[config.mk]
export PLATFORM = sky130hd
export DESIGN_NAME = sync_rx_master
export DESIGN_NICKNAME = d
export VERILOG_FILES = /design/src/rtl/sync_rx_pkg.sv /design/src/rtl/sync_rx_clkgen.sv /design/src/rtl/sync_rx_shifter.sv /design/src/rtl/sync_rx_fifo.sv /design/src/rtl/sync_rx_master.sv
export SDC_FILE = /design/constraint.sdc
export NUM_CORES = 1
export LEC_CHECK = 0
export ABC_AREA = 1
export BUFFER_PORTS_ARGS = -buffer_cell sky130_fd_sc_hd__buf_2
export CAP_MARGIN = 15
export CORE_MARGIN = 3
export CORE_UTILIZATION = 55
export DETAILED_ROUTE_END_ITERATION = 16
export GPL_ROUTABILITY_DRIVEN = 0
export PLACE_DENSITY = 0.76
export SLEW_MARGIN = 20
export SYNTH_ARGS = -nofsm -noshare
export SYNTH_HDL_FRONTEND = slang
export SYNTH_HIERARCHICAL = 1
export SYNTH_SLANG_ARGS = --single-unit
[constraint.sdc]
create_clock -name clk -period 5.6 [get_ports clk]
set_input_delay 1.68 -clock clk [delete_from_list [all_inputs] [get_ports clk]]
set_output_delay 1.68 -clock clk [all_outputs]
set_load 0.01 [all_outputs]
[src/rtl/sync_rx_pkg.sv]
`timescale 1ns/1ps
package sync_rx_pkg;
  // shift clock period in system clocks for a given divider value
  function automatic int unsigned sck_period(input int unsigned div);
    return 2 * (div + 1);
  endfunction

  // number of serial samples forming one word
  function automatic int unsigned word_len(input logic nine, input int unsigned dw);
    return nine ? dw + 1 : dw;
  endfunction

  // next pointer of a circular buffer of given depth
  function automatic int unsigned ring_next(input int unsigned p, input int unsigned depth);
    return (p == depth - 1) ? 0 : p + 1;
  endfunction
endpackage

[src/rtl/sync_rx_clkgen.sv]
`timescale 1ns/1ps
module sync_rx_clkgen #(
  parameter int DIV_W = 8
) (
  input  logic             clk,
  input  logic             rst_n,
  input  logic             run,
  input  logic [DIV_W-1:0] div,
  output logic             sck_o,
  output logic             fall_evt
);
  logic [DIV_W-1:0] cnt_q;
  logic             sck_q;
  logic             at_lim;

  assign at_lim   = (cnt_q == div);
  assign fall_evt = run && at_lim && sck_q;
  assign sck_o    = sck_q;

  always_ff @(posedge clk) begin
    if (!rst_n || !run) begin
      cnt_q <= '0;
      sck_q <= 1'b0;
    end else if (at_lim) begin
      cnt_q <= '0;
      sck_q <= ~sck_q;
    end else begin
      cnt_q <= cnt_q + 1'b1;
    end
  end
endmodule

[src/rtl/sync_rx_shifter.sv]
`timescale 1ns/1ps
module sync_rx_shifter #(
  parameter int DATA_W = 8
) (
  input  logic              clk,
  input  logic              rst_n,
  input  logic              run,
  input  logic              sample,
  input  logic              sdat,
  input  logic              nine,
  output logic              word_done,
  output logic [DATA_W-1:0] word_data,
  output logic              word_ninth
);
  import sync_rx_pkg::*;
  localparam int CNT_W = $clog2(DATA_W + 2);
  localparam logic [CNT_W-1:0] LAST8 = CNT_W'(word_len(1'b0, DATA_W) - 1);
  localparam logic [CNT_W-1:0] LAST9 = CNT_W'(word_len(1'b1, DATA_W) - 1);

  logic [DATA_W:0]  sh_q;
  logic [DATA_W:0]  sh_next;
  logic [CNT_W-1:0] bit_q;
  logic [CNT_W-1:0] last_idx;

  assign sh_next    = {sdat, sh_q[DATA_W:1]};
  assign last_idx   = nine ? LAST9 : LAST8;
  assign word_done  = sample && (bit_q == last_idx);
  assign word_data  = nine ? sh_next[DATA_W-1:0] : sh_next[DATA_W:1];
  assign word_ninth = nine & sh_next[DATA_W];

  always_ff @(posedge clk) begin
    if (!rst_n) begin
      sh_q  <= '0;
      bit_q <= '0;
    end else if (!run) begin
      bit_q <= '0;
    end else if (sample) begin
      sh_q  <= sh_next;
      bit_q <= word_done ? '0 : bit_q + 1'b1;
    end
  end
endmodule

[src/rtl/sync_rx_fifo.sv]
`timescale 1ns/1ps
module sync_rx_fifo #(
  parameter int W     = 9,
  parameter int DEPTH = 2,
  localparam int PTR_W = (DEPTH > 1) ? $clog2(DEPTH) : 1,
  localparam int CNT_W = $clog2(DEPTH + 1)
) (
  input  logic             clk,
  input  logic             rst_n,
  input  logic             push,
  input  logic [W-1:0]     din,
  input  logic             pop,
  output logic [W-1:0]     dout,
  output logic [CNT_W-1:0] fill,
  output logic             full,
  output logic             empty
);
  import sync_rx_pkg::*;
  logic [W-1:0]     mem [DEPTH];
  logic [PTR_W-1:0] wp_q, rp_q;
  logic [CNT_W-1:0] cnt_q;
  logic             do_push, do_pop;

  assign full    = (cnt_q == CNT_W'(DEPTH));
  assign empty   = (cnt_q == '0);
  assign fill    = cnt_q;
  assign do_push = push && !full;
  assign do_pop  = pop && !empty;
  assign dout    = empty ? '0 : mem[rp_q];

  always_ff @(posedge clk) begin
    if (do_push) mem[wp_q] <= din;
  end

  always_ff @(posedge clk) begin
    if (!rst_n) begin
      wp_q  <= '0;
      rp_q  <= '0;
      cnt_q <= '0;
    end else begin
      if (do_push) wp_q <= PTR_W'(ring_next(int'(wp_q), DEPTH));
      if (do_pop)  rp_q <= PTR_W'(ring_next(int'(rp_q), DEPTH));
      case ({do_push, do_pop})
        2'b10:   cnt_q <= cnt_q + 1'b1;
        2'b01:   cnt_q <= cnt_q - 1'b1;
        default: cnt_q <= cnt_q;
      endcase
    end
  end
endmodule

[src/rtl/sync_rx_master.sv]
`timescale 1ns/1ps
module sync_rx_master #(
  parameter int DATA_W     = 8,
  parameter int DIV_W      = 8,
  parameter int FIFO_DEPTH = 2
) (
  input  logic              clk,
  input  logic              rst_n,
  input  logic              ctl_we,
  input  logic              ctl_single,
  input  logic              ctl_cont,
  input  logic              ctl_nine,
  input  logic              ctl_ie,
  input  logic              div_we,
  input  logic [DIV_W-1:0]  div_wdata,
  input  logic              rd_pop,
  output logic [DATA_W-1:0] rd_data,
  output logic              st_ninth,
  output logic              st_ready,
  output logic              st_overrun,
  output logic              st_single,
  output logic              st_cont,
  output logic              irq,
  output logic              sck_o,
  input  logic              sdat_i
);
  localparam int ENTRY_W = DATA_W + 1;
  localparam int FILL_W  = $clog2(FIFO_DEPTH + 1);

  logic             single_q, cont_q, nine_q, ie_q, ovr_q;
  logic [DIV_W-1:0] div_q;

  // named internal events, observed by the checker
  logic              run;
  logic              fall_evt;
  logic              word_done;
  logic              push_ok;
  logic              fifo_full;
  logic              fifo_empty;
  logic [FILL_W-1:0] fill;
  logic [DATA_W-1:0] word_data;
  logic              word_ninth;
  logic [ENTRY_W-1:0] head;

  assign run     = cont_q | single_q;
  assign push_ok = word_done && !fifo_full && !ovr_q;

  sync_rx_clkgen #(.DIV_W(DIV_W)) clkgen_i (
    .clk(clk), .rst_n(rst_n), .run(run), .div(div_q),
    .sck_o(sck_o), .fall_evt(fall_evt)
  );

  sync_rx_shifter #(.DATA_W(DATA_W)) shifter_i (
    .clk(clk), .rst_n(rst_n), .run(run), .sample(fall_evt),
    .sdat(sdat_i), .nine(nine_q), .word_done(word_done),
    .word_data(word_data), .word_ninth(word_ninth)
  );

  sync_rx_fifo #(.W(ENTRY_W), .DEPTH(FIFO_DEPTH)) fifo_i (
    .clk(clk), .rst_n(rst_n), .push(push_ok), .din({word_ninth, word_data}),
    .pop(rd_pop), .dout(head), .fill(fill), .full(fifo_full), .empty(fifo_empty)
  );

  always_ff @(posedge clk) begin
    if (!rst_n) begin
      single_q <= 1'b0;
      cont_q   <= 1'b0;
      nine_q   <= 1'b0;
      ie_q     <= 1'b0;
      ovr_q    <= 1'b0;
      div_q    <= '0;
    end else begin
      if (div_we) div_q <= div_wdata;
      if (ctl_we) begin
        single_q <= ctl_single;
        cont_q   <= ctl_cont;
        nine_q   <= ctl_nine;
        ie_q     <= ctl_ie;
      end else if (word_done && !cont_q) begin
        single_q <= 1'b0;
      end
      if (ctl_we && !ctl_cont)        ovr_q <= 1'b0;
      else if (word_done && fifo_full) ovr_q <= 1'b1;
    end
  end

  assign rd_data    = head[DATA_W-1:0];
  assign st_ninth   = head[DATA_W];
  assign st_ready   = !fifo_empty;
  assign st_overrun = ovr_q;
  assign st_single  = single_q;
  assign st_cont    = cont_q;
  assign irq        = st_ready && ie_q;
endmodule

==> report_table.html, run 1 <==
<table>
<tr><th>Metric</th><th>Value</th></tr>
<tr><th colspan="2">Finish</th></tr>
<tr><td>NumNets Final</td><td>379</td></tr>
<tr><td>Number of fillers in the final layout</td><td>401</td></tr>
<tr><td>Fraction of final layout cells with drive strength greater than 1</td><td>23.7%</td></tr>
<tr><td>Utilization after layout</td><td>66.0%</td></tr>
<tr><td>ANT cells</td><td>0</td></tr>
<tr><td>Layout overhead on the synthesized area</td><td>12.8%</td></tr>
<tr><th colspan="2">Synth</th></tr>
<tr><td>Fraction of post-synthesis cell area in the top cell type by area</td><td>29.8%</td></tr>
<tr><td>Top cells by area in the synthesized netlist</td><td>sky130_fd_sc_hd__dfxtp_1 30%, sky130_fd_sc_hd__edfxtp_1 21%, sky130_fd_sc_hd__nand2_1 9.5%, sky130_fd_sc_hd__nor2_1 7.6%, sky130_fd_sc_hd__inv_1 4.4%</td></tr>
<tr><td>Multiplexer area fraction after synthesis</td><td>0%</td></tr>
<tr><td>Library cells used by synthesis</td><td>30</td></tr>
<tr><td>Synthesized area per cell</td><td>8.18 µm²</td></tr>
<tr><td>Sequential element share of the synthesized area</td><td>50.5%</td></tr>
<tr><td>Most frequent cells after synthesis</td><td>66 x sky130_fd_sc_hd__nand2_1, 53 x sky130_fd_sc_hd__nor2_1, 39 x sky130_fd_sc_hd__dfxtp_1</td></tr>
<tr><td>Cell type with the highest aggregate area in the netlist</td><td>sky130_fd_sc_hd__dfxtp_1</td></tr>
<tr><td>EDFF count, synth</td><td>18</td></tr>
<tr><td>Yosys warnings</td><td>6</td></tr>
<tr><td>Dominant combinational cell family by area after synthesis</td><td>simple AND/OR/NAND/NOR gates</td></tr>
<tr><td>Arithmetic-cell share of the synthesized area counting full adders, half adders and majority gates</td><td>1.43%</td></tr>
<tr><td>Post-Synth XOR/XNOR Area</td><td>3.01%</td></tr>
<tr><td>Post-Synthesis Cells</td><td>320</td></tr>
<tr><td>Proportion of synthesized flip-flops having asynchronous set or reset</td><td>0%</td></tr>
<tr><td>Number of storage elements in the synthesis netlist</td><td>57</td></tr>
<tr><td>Simple-gate share of the synthesized area</td><td>25.8%</td></tr>
<tr><td>Share of the synthesized area in compound gates (AO/OA/AOI/OAI)</td><td>11.3%</td></tr>
<tr><td>Combined area of all synthesized cells</td><td>2620 µm²</td></tr>
<tr><td>Net count after synthesis</td><td>341</td></tr>
<tr><td>Post-synth top flop</td><td>sky130_fd_sc_hd__dfxtp_1</td></tr>
<tr><td>Leading cell type by number of instances after synthesis</td><td>sky130_fd_sc_hd__nand2_1</td></tr>
<tr><th colspan="2">Setup path</th></tr>
<tr><td>Crit path kind</td><td>register to primary output</td></tr>
<tr><td>Cell chain of the critical path</td><td>nor2_2 -&gt; nor2_1 -&gt; buf_2</td></tr>
<tr><td>CP peak stage delay</td><td>0.60 ns</td></tr>
<tr><td>Type of element capturing the critical path</td><td>primary output</td></tr>
<tr><td>Kind of launch point of the worst setup path</td><td>register</td></tr>
<tr><td>Top fanout value on the critical path</td><td>12</td></tr>
<tr><td>Slowest CP cell</td><td>sky130_fd_sc_hd__nor2_2</td></tr>
<tr><td>Crit path required time</td><td>3.92 ns</td></tr>
<tr><td>WP data arrival</td><td>1.60 ns</td></tr>
<tr><th colspan="2">Floorplan</th></tr>
<tr><td>Overall die width</td><td>75.0 µm</td></tr>
<tr><td>Die footprint</td><td>5620 µm²</td></tr>
<tr><td>Placeable core region</td><td>4470 µm²</td></tr>
<tr><td>I/O pins</td><td>33</td></tr>
<tr><td>Starting density of the core</td><td>58.5%</td></tr>
<tr><td>Number of rows in the core area</td><td>24</td></tr>
<tr><td>Overall die height</td><td>75.0 µm</td></tr>
<tr><th colspan="2">Global route</th></tr>
<tr><td>Pin count of the biggest net entering global routing</td><td>27</td></tr>
<tr><td>Initial antenna violation count</td><td>0</td></tr>
<tr><td>Vias in the first global route</td><td>1897</td></tr>
<tr><td>Gr usage total</td><td>19.0%</td></tr>
<tr><td>First-pass GRT wire length</td><td>8050 µm</td></tr>
<tr><td>Leftover overflow at the end of global routing</td><td>0</td></tr>
<tr><th colspan="2">Routing</th></tr>
<tr><td>Routed wire length per instance</td><td>11.3 µm</td></tr>
<tr><td>Residual DRC</td><td>0</td></tr>
<tr><td>Number of vias per cell after detailed routing</td><td>4.93</td></tr>
<tr><td>Detailed-route wire length</td><td>4670 µm</td></tr>
<tr><td>ANT nets after route</td><td>0</td></tr>
<tr><td>DRC marker count from the first detailed-route iteration</td><td>95</td></tr>
<tr><td>First drt pass iteration count</td><td>4</td></tr>
<tr><td>Routed vias</td><td>2047</td></tr>
<tr><th colspan="2">Min path</th></tr>
<tr><td>Worst min path class</td><td>register to register</td></tr>
<tr><th colspan="2">Clock network</th></tr>
<tr><td>Postcts setup bufs</td><td>0</td></tr>
<tr><td>Reg clk slew, reported paths</td><td>0.06 ns</td></tr>
<tr><td>CTS-repair resized insts</td><td>0</td></tr>
<tr><td>CTS tree</td><td>yes</td></tr>
<tr><td>Maximum level of the CTS H-tree</td><td>3</td></tr>
<tr><td>Root Buffer Master</td><td>sky130_fd_sc_hd__clkbuf_8</td></tr>
<tr><td>Max Buffers Root-to-Sink</td><td>2</td></tr>
<tr><td>Clock Latency Late Sink</td><td>0.33 ns</td></tr>
<tr><td>Clock sink total</td><td>57</td></tr>
<tr><td>Cts hold-fix bufs</td><td>0</td></tr>
<tr><td>Total clock buffers created by CTS</td><td>9</td></tr>
<tr><th colspan="2">Timing</th></tr>
<tr><td>Upper clock frequency limit</td><td>305 MHz</td></tr>
<tr><td>Hold Fails Final Rpt</td><td>0</td></tr>
<tr><td>Final setup vio count</td><td>0</td></tr>
<tr><td>Relative slew margins</td><td>51.3%</td></tr>
<tr><td>Unrepaired setup endpoints after global routing</td><td>false</td></tr>
<tr><td>Count of pins over their slew limit</td><td>0</td></tr>
<tr><td>Setup total negative slack</td><td>0 ns</td></tr>
<tr><td>Worst Tran Pin Value</td><td>0.728 ns</td></tr>
<tr><td>Setup skew after layout</td><td>0.00463 ns</td></tr>
<tr><td>Time the final worst path needs with I/O delays and setup</td><td>3.28 ns</td></tr>
<tr><td>Final period utilization</td><td>58.6%</td></tr>
<tr><th colspan="2">Flow run</th></tr>
<tr><td>Number of maximum-capacitance violations</td><td>0</td></tr>
<tr><th colspan="2">Place</th></tr>
<tr><td>Number of buffers inserted by port buffering</td><td>32</td></tr>
<tr><td>Detailed placer's ending HPWL</td><td>3500 µm</td></tr>
<tr><th colspan="2">Pwr</th></tr>
<tr><td>Static leakage</td><td>1.25 nW</td></tr>
<tr><td>Highest ir drop seen on vdd</td><td>167 µV</td></tr>
<tr><td>Cell area power density</td><td>265 nW/µm²</td></tr>
<tr><th colspan="2">Run status</th></tr>
<tr><td>Result of the run</td><td>finished clean</td></tr>
</table>
-- stage by stage --
step           setup WS, ns  power, mW  area, µm²  hold WS, ns  instances
2_1_floorplan          3.08      0.476       2620        0.440        320
3_3_place_gp           2.60      0.491       2800        0.451        399
3_5_place_dp           2.45      0.493       2800        0.477        399
4_1_cts                2.28      0.791       2950        0.490        415
5_1_grt                1.93      0.816       2950        0.507        415
6_report               2.32      0.783       2950        0.487        415
-- path summary, 6_finish.rpt --
| kind | from | end | slack, ns | cells past startpoint |
|---|---|---|---|---|
| worst max register to register | clkgen_i/cnt_q[4] | fifo_i/mem[0][0] | 2.44 | 14 |
| worst max-delay path | fifo_i/fill[0] | irq | 2.32 | 3 |
| worst min register to register | shifter_i/sh_q[1] | shifter_i/sh_q[1] | 0.49 | 2 |
| worst min-delay path | shifter_i/sh_q[1] | shifter_i/sh_q[1] | 0.49 | 2 |
-- cells by family after synthesis --
group	count (synthesis)
buffers and inverters	49
flip-flops	57
AND/OR/NAND/NOR	153
XOR/XNOR	9
adder cells (fa/ha/maj)	3
AO/OA/AOI/OAI	49
-- sequential cells by signal, indices dropped and copies added, names as in the netlist, 2 cells and up, named ones only --
register and count:
shifter_i/bit_q 4, div_q 8, fifo_i/mem 18, fifo_i/fill 2, clkgen_i/cnt_q 8, shifter_i/sh_q 8
-- layout by cell type, fill, tap and decap left out, drive strengths merged --
cell type  count
inv           42
dfxtp         39
a21oi         21
nand3b         1
xnor2          4
xor2           5
o211ai         1
nand3          8
clkinv         8
nand2         73
buf           32
edfxtp        18
nor3           4
or2            2
o21ai         27
clkbuf        10
nor2          63
nand4          2
ha             3
-- where the power goes --
group / internal, mW / switching, mW
Combinational: 0.0173 / 0.0276
Sequential: 0.431 / 0.00705
Clock: 0.152 / 0.147
-- cell type report --
type | count | area (µm²) | area share (%)
Timing Repair Buffer | 32 | 160 | 5.42
Tap cell | 52 | 65.1 | 2.20
Clock buffer | 10 | 128 | 4.32
Clock inverter | 6 | 25.0 | 0.847
Sequential cell | 57 | 1320 | 44.7
Inverter | 44 | 165 | 5.59
Multi-Input combinational cell | 214 | 1090 | 36.9
-- critical path, delay by kind of cell, from the launching register on --
kind / cells / cell delay [ns]
and+or+nand+nor: 2 / 0.72
DFF: 1 / 0.37
buffers and inverters: 1 / 0.17
-- per-layer routing --
| metal | vias up | wire (µm) | track usage [%] |
|---|---|---|---|
| met5 | - | 0 | 0 |
| met4 | 0 | 55 | 10.3 |
| met3 | 8 | 249 | 4.41 |
| met2 | 50 | 2220 | 30.9 |
| met1 | 904 | 2140 | 23.3 |
| li1 | 1085 | - | - |
No activity file was read; power rests on OpenSTA's default activity.
==> run 2, diff against run 1 <==
==> constraint.sdc (replaced) <==
create_clock -name clk -period 3.19 [get_ports clk]
set_input_delay 0.957 -clock clk [delete_from_list [all_inputs] [get_ports clk]]
set_output_delay 0.957 -clock clk [all_outputs]
set_load 0.01 [all_outputs]
==> report_table.html, run 2 (synthesis gave the netlist of run 1 again) <==
<table>
<tr><th>Metric</th><th>Value</th></tr>
<tr><th colspan="2">Pwr</th></tr>
<tr><td>Switching part of the total power</td><td>21.7%</td></tr>
<tr><td>Cell area power density</td><td>515 nW/µm²</td></tr>
<tr><td>Share of total power in combinational logic</td><td>5.2%</td></tr>
<tr><td>Static leakage</td><td>1.30 nW</td></tr>
<tr><td>Fraction of power consumed by sequential logic</td><td>49.4%</td></tr>
<tr><td>Net Sw Power</td><td>0.337 mW</td></tr>
<tr><td>Internal portion of total power</td><td>1.22 mW</td></tr>
<tr><td>Clk pwr share</td><td>45.4%</td></tr>
<tr><td>Highest ir drop seen on vdd</td><td>353 µV</td></tr>
<tr><th colspan="2">Routing</th></tr>
<tr><td>Detailed-route wire length</td><td>4800 µm</td></tr>
<tr><td>Residual DRC</td><td>0</td></tr>
<tr><td>ANT nets after route</td><td>0</td></tr>
<tr><td>Routed vias</td><td>2052</td></tr>
<tr><td>Routed wire length per instance</td><td>11.5 µm</td></tr>
<tr><td>First drt pass iteration count</td><td>4</td></tr>
<tr><td>Number of vias per cell after detailed routing</td><td>4.92</td></tr>
<tr><td>DRC marker count from the first detailed-route iteration</td><td>135</td></tr>
<tr><th colspan="2">Global route</th></tr>
<tr><td>Pin count of the biggest net entering global routing</td><td>27</td></tr>
<tr><td>Gr usage total</td><td>19.1%</td></tr>
<tr><td>First-pass GRT wire length</td><td>7980 µm</td></tr>
<tr><td>Initial antenna violation count</td><td>0</td></tr>
<tr><td>Vias in the first global route</td><td>1868</td></tr>
<tr><td>Leftover overflow at the end of global routing</td><td>0</td></tr>
<tr><th colspan="2">Timing</th></tr>
<tr><td>Time the final worst path needs with I/O delays and setup</td><td>2.71 ns</td></tr>
<tr><td>Setup skew after layout</td><td>0.00351 ns</td></tr>
<tr><td>Worst Tran Pin Value</td><td>0.743 ns</td></tr>
<tr><td>Relative slew margins</td><td>50.4%</td></tr>
<tr><td>Final setup vio count</td><td>0</td></tr>
<tr><td>Hold Slack</td><td>0.476 ns</td></tr>
<tr><td>Unrepaired setup endpoints after global routing</td><td>false</td></tr>
<tr><td>Count of pins over their slew limit</td><td>0</td></tr>
<tr><td>Hold Fails Final Rpt</td><td>0</td></tr>
<tr><td>Upper clock frequency limit</td><td>369 MHz</td></tr>
<tr><td>Final period utilization</td><td>85.0%</td></tr>
<tr><td>Setup total negative slack</td><td>0 ns</td></tr>
<tr><th colspan="2">Clock network</th></tr>
<tr><td>Root Buffer Master</td><td>sky130_fd_sc_hd__clkbuf_8</td></tr>
<tr><td>CTS-repair resized insts</td><td>0</td></tr>
<tr><td>Clock Latency Late Sink</td><td>0.33 ns</td></tr>
<tr><td>CTS tree</td><td>yes</td></tr>
<tr><td>Reg clk slew, reported paths</td><td>0.06 ns</td></tr>
<tr><td>Cts hold-fix bufs</td><td>0</td></tr>
<tr><td>Postcts setup bufs</td><td>0</td></tr>
<tr><td>Max Buffers Root-to-Sink</td><td>2</td></tr>
<tr><td>Total clock buffers created by CTS</td><td>9</td></tr>
<tr><td>Maximum level of the CTS H-tree</td><td>3</td></tr>
<tr><td>Clock sink total</td><td>57</td></tr>
<tr><th colspan="2">Finish</th></tr>
<tr><td>NumNets Final</td><td>381</td></tr>
<tr><td>Register bank with the most flops</td><td>fifo_i/mem</td></tr>
<tr><td>Number of fillers in the final layout</td><td>386</td></tr>
<tr><td>Area of all placed cells without fillers</td><td>3020 µm²</td></tr>
<tr><td>Non-Filler Instances</td><td>417</td></tr>
<tr><td>ANT cells</td><td>0</td></tr>
<tr><td>Layout overhead on the synthesized area</td><td>15.5%</td></tr>
<tr><td>Most used cells in the layout excluding fill and tap cells</td><td>66 x sky130_fd_sc_hd__nand2_1, 53 x sky130_fd_sc_hd__nor2_1, 39 x sky130_fd_sc_hd__dfxtp_1, 32 x sky130_fd_sc_hd__buf_2, 31 x sky130_fd_sc_hd__inv_1</td></tr>
<tr><td>Fraction of final layout cells with drive strength greater than 1</td><td>25.5%</td></tr>
<tr><td>Flip-flop count of the largest register after layout</td><td>18</td></tr>
<tr><td>Most common cell after layout, fill and taps aside</td><td>sky130_fd_sc_hd__nand2_1</td></tr>
<tr><th colspan="2">Floorplan</th></tr>
<tr><td>Starting density of the core</td><td>58.5%</td></tr>
<tr><td>Overall die height</td><td>75.0 µm</td></tr>
<tr><td>Overall die width</td><td>75.0 µm</td></tr>
<tr><td>Number of rows in the core area</td><td>24</td></tr>
<tr><td>Die footprint</td><td>5620 µm²</td></tr>
<tr><td>Placeable core region</td><td>4470 µm²</td></tr>
<tr><td>I/O pins</td><td>33</td></tr>
<tr><th colspan="2">Place</th></tr>
<tr><td>Placed cells</td><td>401</td></tr>
<tr><td>Number of buffers inserted by port buffering</td><td>32</td></tr>
<tr><td>Detailed placer's ending HPWL</td><td>3490 µm</td></tr>
<tr><td>Placement-stage cell area</td><td>2820 µm²</td></tr>
<tr><th colspan="2">Setup path</th></tr>
<tr><td>RR Startpoint</td><td>clkgen_i/cnt_q[4]</td></tr>
<tr><td>Terminus of the critical flop-to-flop path</td><td>fifo_i/fill[1]</td></tr>
<tr><td>Cell chain of the critical path</td><td>inv_2 -&gt; nand2_1 -&gt; nand2_1 -&gt; nand2_1 -&gt; nor2_1 -&gt; nand3_1 -&gt; nor2_1 -&gt; buf_4 -&gt; inv_1 -&gt; a21oi_4 -&gt; inv_1 -&gt; nor3_1 -&gt; inv_1 -&gt; nor2_4 -&gt; inv_2 -&gt; ha_1 -&gt; inv_1 -&gt; nand2_1 -&gt; nor2_1 -&gt; nor2_1 -&gt; nor2_1</td></tr>
<tr><td>Setup slack of the worst register-to-register path</td><td>0.48 ns</td></tr>
<tr><td>Origin of the worst setup path</td><td>clkgen_i/cnt_q[4]</td></tr>
<tr><td>Logic depth of the worst register-to-register path</td><td>21</td></tr>
<tr><td>WP data arrival</td><td>2.98 ns</td></tr>
<tr><td>Slowest CP cell</td><td>sky130_fd_sc_hd__dfxtp_1</td></tr>
<tr><td>Top fanout value on the critical path</td><td>8</td></tr>
<tr><td>Crit path kind</td><td>register to register</td></tr>
<tr><td>CP endpoint</td><td>fifo_i/fill[1]</td></tr>
<tr><td>Cell repeated most along the worst path</td><td>sky130_fd_sc_hd__nor2_1</td></tr>
<tr><td>Type of element capturing the critical path</td><td>register</td></tr>
<tr><td>Kind of launch point of the worst setup path</td><td>register</td></tr>
<tr><td>CP peak stage delay</td><td>0.35 ns</td></tr>
<tr><td>Crit path required time</td><td>3.46 ns</td></tr>
<tr><th colspan="2">Min path</th></tr>
<tr><td>Worst min path class</td><td>register to register</td></tr>
<tr><th colspan="2">Flow run</th></tr>
<tr><td>Number of maximum-capacitance violations</td><td>0</td></tr>
<tr><th colspan="2">Run status</th></tr>
<tr><td>Result of the run</td><td>finished clean</td></tr>
</table>
run 2: cell types whose count changed in the layout (fill, tap and decap cells not counted):
cell / previous run / this run
sky130_fd_sc_hd__bufinv_16: 0 / 2
sky130_fd_sc_hd__buf_4: 0 / 2
sky130_fd_sc_hd__clkinv_2: 2 / 5
sky130_fd_sc_hd__clkinv_1: 6 / 2
sky130_fd_sc_hd__clkbuf_1: 1 / 0
run 2: area by class of cell:
type	instances	area [µm²]	area share, %
repair buffers	34	175	5.79
multi-input cells	214	1090	36.0
well taps	52	65.1	2.15
clock buffers	9	124	4.10
clock inverters	7	85.1	2.81
flip-flops and latches	57	1320	43.7
inverters	44	165	5.46
run 2: worst min-delay path by stage:
stage,start,to,slack (ns),cells past startpoint
2_1_floorplan,clkgen_i/cnt_q[0],clkgen_i/cnt_q[0],0.44,1
3_3_place_gp,clkgen_i/cnt_q[0],clkgen_i/cnt_q[0],0.45,1
3_5_place_dp,clkgen_i/cnt_q[0],clkgen_i/cnt_q[0],0.47,1
4_1_cts,clkgen_i/cnt_q[0],clkgen_i/cnt_q[0],0.48,1
5_1_grt,clkgen_i/cnt_q[0],clkgen_i/cnt_q[0],0.52,1
6_report,clkgen_i/cnt_q[0],clkgen_i/cnt_q[0],0.48,1
run 2: power groups by stage:
stage               Sequential (mW)  Clock, mW  Combinational [mW]
floorplan                     0.781          0              0.0540
global placement              0.785          0              0.0771
detailed placement            0.785          0              0.0793
CTS                           0.770      0.723              0.0814
global route                  0.771      0.759              0.0934
finish                        0.770      0.707              0.0805
run 2: worst max-delay path, delay by kind of cell, from the launching register on:
family,cells,cell delay [ns]
AND/OR/NAND/NOR,12,1.21
buffers and inverters,7,0.66
adder cells (fa/ha/maj),1,0.28
AO/OA/AOI/OAI,1,0.16
flip-flops,1,0.35
run 2: per-layer routing:
layer | track usage [%] | vias to the layer above | routed length, µm
met5 | 0 | - | 0
met4 | 9.49 | 0 | 74
met3 | 5.61 | 7 | 185
met2 | 32.0 | 39 | 2320
met1 | 22.3 | 910 | 2220
li1 | - | 1096 | -
run 2: metrics by stage:
stage	setup slack [ns]	power, mW	utilization (%)
after floorplan	0.690	0.835	-
after global placement	0.643	0.862	62.9
after detailed placement	0.565	0.865	62.9
after CTS	0.465	1.57	67.6
after global routing	0.178	1.62	67.6
final	0.479	1.56	67.6
